--- config.mk ---
export PLATFORM = sky130hd
export DESIGN_NAME = alu8_flags
export DESIGN_NICKNAME = d
export VERILOG_FILES = /design/src/rtl/alu8_flags.sv
export SDC_FILE = /design/constraint.sdc
export NUM_CORES = 1
export LEC_CHECK = 0
export BUFFER_PORTS_ARGS = -buffer_cell sky130_fd_sc_hd__buf_2
export CAP_MARGIN = 20
export CORE_MARGIN = 4
export CORE_UTILIZATION = 56
export DETAILED_ROUTE_END_ITERATION = 10
export PLACE_DENSITY = 0.95
export SYNTH_ARGS = -nofsm -noshare
export SYNTH_HDL_FRONTEND = slang
export SYNTH_SLANG_ARGS = --single-unit
--- constraint.sdc ---
create_clock -name vclk -period 5.24
set_input_delay 1.048 -clock vclk [all_inputs]
set_output_delay 1.048 -clock vclk [all_outputs]
set_load 0.005 [all_outputs]
--- src/rtl/alu8_flags.sv ---
module alu8_flags #(
  parameter int W = 8
) (
  input  logic [W-1:0] a_i,
  input  logic [W-1:0] b_i,
  input  logic         carry_i,
  input  logic [2:0]   op_i,
  output logic [W-1:0] result_o,
  output logic         zero_o,
  output logic         dcarry_o,
  output logic         carry_o,
  output logic         upd_z_o,
  output logic         upd_dc_o,
  output logic         upd_c_o
);
  localparam int NIB = 4;
  localparam logic [2:0] OP_ADD = 3'd0, OP_SUB = 3'd1, OP_AND = 3'd2, OP_OR = 3'd3,
                         OP_XOR = 3'd4, OP_RLC = 3'd5, OP_RRC = 3'd6;

  logic         sub;
  logic [W-1:0] bop;
  logic [NIB:0] lo;
  logic [W:0]   sum;

  assign sub = (op_i == OP_SUB);
  assign bop = sub ? ~b_i : b_i;
  assign lo  = {1'b0, a_i[NIB-1:0]} + {1'b0, bop[NIB-1:0]} + {{NIB{1'b0}}, sub};
  assign sum = {1'b0, a_i} + {1'b0, bop} + {{W{1'b0}}, sub};

  always_comb begin
    result_o = '0;
    dcarry_o = 1'b0;
    carry_o  = 1'b0;
    {upd_z_o, upd_dc_o, upd_c_o} = 3'b000;
    case (op_i)
      OP_ADD, OP_SUB: begin
        result_o = sum[W-1:0];
        dcarry_o = lo[NIB];
        carry_o  = sum[W];
        {upd_z_o, upd_dc_o, upd_c_o} = 3'b111;
      end
      OP_AND: begin result_o = a_i & b_i; upd_z_o = 1'b1; end
      OP_OR:  begin result_o = a_i | b_i; upd_z_o = 1'b1; end
      OP_XOR: begin result_o = a_i ^ b_i; upd_z_o = 1'b1; end
      OP_RLC: begin
        result_o = {a_i[W-2:0], carry_i};
        carry_o  = a_i[W-1];
        upd_c_o  = 1'b1;
      end
      OP_RRC: begin
        result_o = {carry_i, a_i[W-1:1]};
        carry_o  = a_i[0];
        upd_c_o  = 1'b1;
      end
      default: ;
    endcase
  end

  assign zero_o = ~|result_o;

  always_comb begin
    p_add_carry_r1: assert (op_i != OP_ADD || carry_o == (a_i > ~b_i));
    p_add_dc_r2:    assert (op_i != OP_ADD || dcarry_o == (a_i[NIB-1:0] > ~b_i[NIB-1:0]));
    p_sub_carry_r3: assert (op_i != OP_SUB || carry_o == (a_i >= b_i));
    p_sub_dc_r4:    assert (op_i != OP_SUB || dcarry_o == (a_i[NIB-1:0] >= b_i[NIB-1:0]));
    p_zero_r5:      assert (zero_o == (result_o == '0));
    p_upd_r9:       assert ($countones({upd_z_o, upd_dc_o, upd_c_o}) != 2);
    p_gate_r10:     assert ((upd_c_o || !carry_o) && (upd_dc_o || !dcarry_o));
    p_eq_sub_r11:   assert (op_i != OP_SUB || a_i != b_i || (zero_o && carry_o && dcarry_o));
  end
endmodule

After elaboration in Yosys (flattened, before gate mapping)
Cells that the tools add are included.

storage, ports and cells
  logic and storage cells = 27
  output and inout port bits = 14
  register bits after elaboration = 0
  input port bits = 20

operators by class
  add/sub/neg operators = 4
  bitwise gates (word level) = 4
  multiplexer cells = 7
  eq/ne operators = 6
  reduce and logical (&&, ||, !) cells = 6

operator list
  cell                number
  $pmux 8 s6          1
  $add 8x8->9         1
  $add 9x1->9         1
  $eq 3x3->1 const B  3
  $and 8x8->8         1
  $mux 8              1
  $not 8->8           1
  $or 8x8->8          1
  $reduce_or 8->1     1
  $xor 8x8->8         1
  $eq 3x2->1 const B  2
  $add 4x4->5         1
  $add 5x1->5         1
  $reduce_or 5->1     1
  $mux 1              4
  $reduce_or 4->1     1
  $eq 3x1->1 const B  1
  $logic_not 3->1     1
  $pmux 1 s3          1
  $reduce_or 2->1     1
  $logic_not 1->1     1

Longest topological paths before layout
Gate-level depths: netlist of the first run.

  word-level depth = 7
  gate-level depth with buffers = 12
  mapped depth without buffers = 11

Least setup slack after synthesis of the first run
OpenSTA, ideal clock, no wires.

  kind = input -> output
  start = input op_i[0]
  end = output zero_o
  data arrival time = 3973 ps
  required time = 4192 ps
  buffers on the path = 2
  cell stages on the path = 11
  setup slack = 219 ps
  path through = buf_6 -> clkbuf_1 -> nand2_1 -> xnor2_1 -> inv_1 -> fa_1 -> o22ai_1 -> a221o_1 -> nor4b_1 -> or4b_1 -> a211oi_1

on the way
  longest elaborated chain between the ends = 7
  elaborated cells on any way between the ends = 14
  those cells by class = 2 x add/sub; 6 x eq/ne; 2 x mux; 4 x reduce/logical

RTL lines
  item                 RTL line  RTL
  start, declared      7         input logic [2:0] op_i,
  $eq 3x1->1           25, 35
  $mux 8               26        assign bop = sub ? ~b_i : b_i;
  $add 8x8->9          28        assign sum = {1'b0, a_i} + {1'b0, bop} + {{W{1'b0}}, sub};
  $add 9x1->9          28
  $pmux 8 s6 (*)       35        case (op_i)
  via result_o[1]      8         output logic [W-1:0] result_o,
  $reduce_or 8->1 (*)  59        assign zero_o = ~|result_o;
  $logic_not 1->1 (*)  59
  end, declared        9         output logic zero_o,

The timed path passes the listed nets; every way through them passes the cells marked *.

Worst setup path after layout of the first run
  start = input op_i[2]
  end = output zero_o

on the way
  longest elaborated chain between the ends = 7
  elaborated cells on any way between the ends = 14
  those cells by class = 2 x add/sub; 6 x eq/ne; 2 x mux; 4 x reduce/logical

RTL lines
  item                 RTL line
  $eq 3x1->1           25, 35
  $mux 8               26
  $add 8x8->9          28
  $add 9x1->9          28
  $pmux 8 s6 (*)       35
  $reduce_or 8->1 (*)  59
  $logic_not 1->1 (*)  59

Every way passes the cells marked *; elsewhere a longest branch is shown, timed or not.

==> impl_metrics.yaml, run 1 <==
run_status:
  status: "completed"
logic_synthesis:
  synth.largest_area_cell: "ha_1"
  synth_area_mm2: 0.00124
  netlist_top_cells_count: "ha_1 (25), inv_1 (25), nand2_1 (11)"
  syn-mean-instance-area_um2: 7.51
  seq_area_frac_synth_pct: 0
  syn_nets: 211
  yosysTopAreaCellShare_pct: 25.3
  netlist_instances: 165
  ys_top_cells_by_area: "ha_1 (25%), inv_1 (7.6%), xnor2_1 (5.7%)"
  ys_warn_count: 0
  synth_cell_types: 48
timing:
  hold-worst-slack_ns: 2.53
  tightestPinTransition_ns: 0.571
  tns_ns: 0
  maxSlewViolCount: 0
  max_slew_margin_pct: 61.8
  fin_crit_sh_pct: 96.0
  finalSetupViolations: 0
  rsz0062_at_grt: "no"
  timing.final.hold_violations: 0
  max_freq_ghz: 0.199
  finalCriticalPeriod_ns: 5.03
setup_path:
  critPathRequiredTime_ns: 4.19
  critPathLaunchType: "input port"
  crit_path_end_kind: "output pin"
  arrival_ns: 3.98
  crit_type: "in -> out"
  crit_fanout: 6
placement:
  io_buffer_count: 34
  hpwlAfterDp_mm: 2.86
  dp_cells: 225
  gp_congestion: 0.994
final_layout:
  seq_cells: 0
  area_delta_synth_final_pct: 15.7
  nets: 246
  drive_gt1_share_pct: 22.7
  register_area_um2: 0
  antenna_cells: 0
  instances_no_fill: 225
  clock_buffers: 0
grt:
  grt_overflow_total: 0
  use_met3_pct: 2.95
  grt_antenna_before_repair: 0
  grt_usage_pct: 24.3
  grt_pass1_wl_mm: 5.55
  gr-usage-met2_pct: 41.9
  use_met1_pct: 32.1
  grt-busiest-layer: "met2"
  grt_pass1_vias: 1246
  grt_max_degree: 24
routing:
  wire_per_inst_um: 15.4
  antenna_left: 0
  wl_mm: 3.47
  via_count: 1413
  first_pass_iters: 5
  drc: 0
  via_per_inst: 6.28
  drt-initial-drc-count: 72
floorplanning:
  rows: 16
  die_w_um: 55.0
  core_area_mm2: 0.00202
  design.portCount: 34
  dieArea_mm2: 0.00303
  initial_utilization_pct: 61.3
  die_h_um: 55.0
flow_run:
  max-cap-violations: 0
power_and_ir_drop:
  p_leak_nw: 0.754
  p_per_area_mw_per_mm2: 102
  ir_worst_vdd_v: 0.0000705
clock_tree:
  ctsHoldBuffers: 0
  cts-resized-gates: 0
  postCtsSetupBuffers: 0
hold_path:
  holdCritPathClass: "in -> out"
==> cells in the final DEF (no fill, tap or decap), drive strengths merged, types with 3 or more instances in the layout <==
cell type   n
a211o       3
a21oi       9
a22oi       3
and3        4
buf        39
ha         25
inv        25
mux2        5
mux2i       6
nand2      11
nor2        5
nor2b       4
nor3        3
o211ai      4
o21a        3
o21ai       8
xnor2       8
==> kinds of logic after synthesis <==
| family | Yosys count | share of synthesized area (%) |
|---|---|---|
| muxes | 11 | 9.39 |
| xor gates and xnor gates | 8 | 5.66 |
| buffers and inverters | 31 | 11.4 |
| adders and majority gates | 26 | 26.9 |
| and+or+nand+nor | 37 | 16.7 |
| AOI/OAI and AO/OA | 52 | 30.0 |
==> through the flow <==
stage	util (%)	cell area, um2	setup slack [ns]	total power [mW]
2_1_floorplan	-	1240	0.219	0.0948
3_3_place_gp	70.9	1430	0.342	0.136
3_5_place_dp	70.9	1430	0.234	0.143
4_1_cts	70.9	1430	0.236	0.144
5_1_grt	70.9	1430	0.0444	0.161
6_report	70.9	1430	0.208	0.146
==> worst paths after layout <==
kind	cells past startpoint	slack, ns	from	endpoint
setup / recovery	12	0.21	op_i[2]	zero_o
hold / removal	4	2.53	op_i[1]	upd_dc_o
==> area by class of cell <==
cell class,instances,area (um2)
Inverter,25,93.8
Timing Repair Buffer,39,208
Multi-Input combinational cell,134,1100
Fill cell,181,589
Tap cell,27,33.8
==> per-layer routing <==
| metal | wire length [um] | share of wire (%) | up-vias |
|---|---|---|---|
| met2 | 1710 | 49 | 80 |
| li1 | - | - | 670 |
| met1 | 1370 | 39 | 656 |
| met5 | 0 | 0 | - |
| met4 | 40 | 1.2 | 0 |
| met3 | 354 | 10 | 7 |
==> worst max-delay path: stages <==
cell,delay [ns]
buf_2,0.12
nor2_4,0.10
nand2_1,0.17
xnor2_1,0.25
ha_1,0.28
and3_1,0.18
o21ai_1,0.37
a211oi_1,0.15
o311a_1,0.39
or4b_1,0.55
a211oi_1,0.24
buf_2,0.15
==> power breakdown <==
part	switching [mW]	total (mW)	internal [mW]
clock network	0	0	0
registers	0	0	0
logic	0.0797	0.146	0.0660
No activity file was read; power rests on OpenSTA's default activity.
==> run 2: changes to the inputs <==
==> constraint.sdc (replaced) <==
create_clock -name vclk -period 5.24
set_input_delay 1.31 -clock vclk [all_inputs]
set_output_delay 1.31 -clock vclk [all_outputs]
set_load 0.005 [all_outputs]
==> impl_metrics.yaml, run 2 (synthesized netlist as in run 1, its figures left out) <==
routing:
  antenna_left: 0
  first_pass_iters: 4
  wire_per_inst_um: 18.8
  drt-initial-drc-count: 108
  wl_mm: 4.50
  via_per_inst: 6.65
  drc: 0
  via_count: 1596
final_layout:
  area_delta_synth_final_pct: 37.9
  nets: 261
  utilization_pct: 84.5
  register_area_um2: 0
  instances_no_fill: 240
  layout_commonest_cell: "buf_2"
  final_cell_mix: "buf_2 (32), inv_1 (25), ha_1 (23)"
  seq_cells: 0
  clock_buffers: 0
  antenna_cells: 0
  drive_gt1_share_pct: 37.1
flow_run:
  max-cap-violations: 0
placement:
  gp_congestion: 1.05
  dp_cells: 234
  io_buffer_count: 34
  hpwlAfterDp_mm: 2.96
power_and_ir_drop:
  p_leak_nw: 0.871
  total_power_mw: 0.196
  p_per_area_mw_per_mm2: 115
  ir_worst_vdd_v: 0.0000762
floorplanning:
  rows: 16
  initial_utilization_pct: 61.3
  core_area_mm2: 0.00202
  dieArea_mm2: 0.00303
  die_h_um: 55.0
  die_w_um: 55.0
  design.portCount: 34
timing:
  finalCriticalPeriod_ns: 5.29
  maxSlewViolCount: 0
  tns_ns: -0.0501
  hold-worst-slack_ns: 3.05
  timing.final.hold_violations: 0
  fin_crit_sh_pct: 101
  max_slew_margin_pct: 61.0
  finalSetupViolations: 1
  tightestPinTransition_ns: 0.583
  layout_setup_ws_ns: -0.0501
  rsz0062_at_grt: "yes"
  max_freq_ghz: 0.189
clock_tree:
  ctsHoldBuffers: 0
setup_path:
  cpMaxStageDelayCell: "or4b_4"
  crit_family: "simple AND/OR/NAND/NOR gates"
  critPathRequiredTime_ns: 3.93
  crit_path_end_kind: "output pin"
  crit_path_start: "op_i[1]"
  path_cells: "buf_6, nor2_4, nand2_4, xnor2_2, ha_1, and3b_2, a31oi_1, a211oi_1, o311a_1, or4b_4, a211oi_2, buf_2"
  critPathBufInv: 2
  crit_fanout: 4
  critPathLaunchType: "input port"
  crit_type: "in -> out"
  arrival_ns: 3.98
  cpPeakStageDelay_ns: 0.50
hold_path:
  holdCritPathClass: "in -> out"
  worstHoldStart: "op_i[2]"
grt:
  grt_antenna_before_repair: 0
  grt_max_degree: 24
  grt_usage_pct: 26.7
  grt_pass1_wl_mm: 6.09
  grt_pass1_vias: 1413
  grt_overflow_total: 0
run_status:
  status: "finished, violations left"
  failed_checks: "negative setup slack"
-- run 2: metal layers --
layer | track usage, % | part of all wire [%]
met5 | 0 | 0
met4 | 9.31 | 4.4
met3 | 1.34 | 8.9
met2 | 48.8 | 50
met1 | 32.9 | 37
-- run 2: report_power, final --
| part | internal, mW | switching, mW | total, mW |
|---|---|---|---|
| Clock | 0 | 0 | 0 |
| Combinational | 0.0944 | 0.101 | 0.196 |
| Sequential | 0 | 0 | 0 |
| Total | 0.0944 | 0.101 | 0.196 |
-- run 2: final cells by class --
type | instances | area, um2
inverter | 25 | 93.8
timing repair buffer | 54 | 349
fill | 117 | 314
tap | 27 | 33.8
multi-input combinational | 134 | 1230
-- run 2: worst paths after layout --
check	to	slack, ns	cells past startpoint
worst max-delay path	zero_o	-0.05	12
worst min-delay path	upd_dc_o	3.05	4
-- run 2: timing repair --
item	4_1_cts	5_1_grt
setup buffers	1	5
pin swaps	1	18
endpoints found under the hold margin	0	0
gates resized for setup	6	21
setup endpoints to repair	2	2
-- run 2: stage by stage --
step	instance area (um2)	worst slack [ns]
detailed placement	1520	-0.113
floorplan	1250	0.0253
CTS	1560	-0.0515
finish	1710	-0.0501
global route	1710	-0.0955
global placement	1520	-0.0294
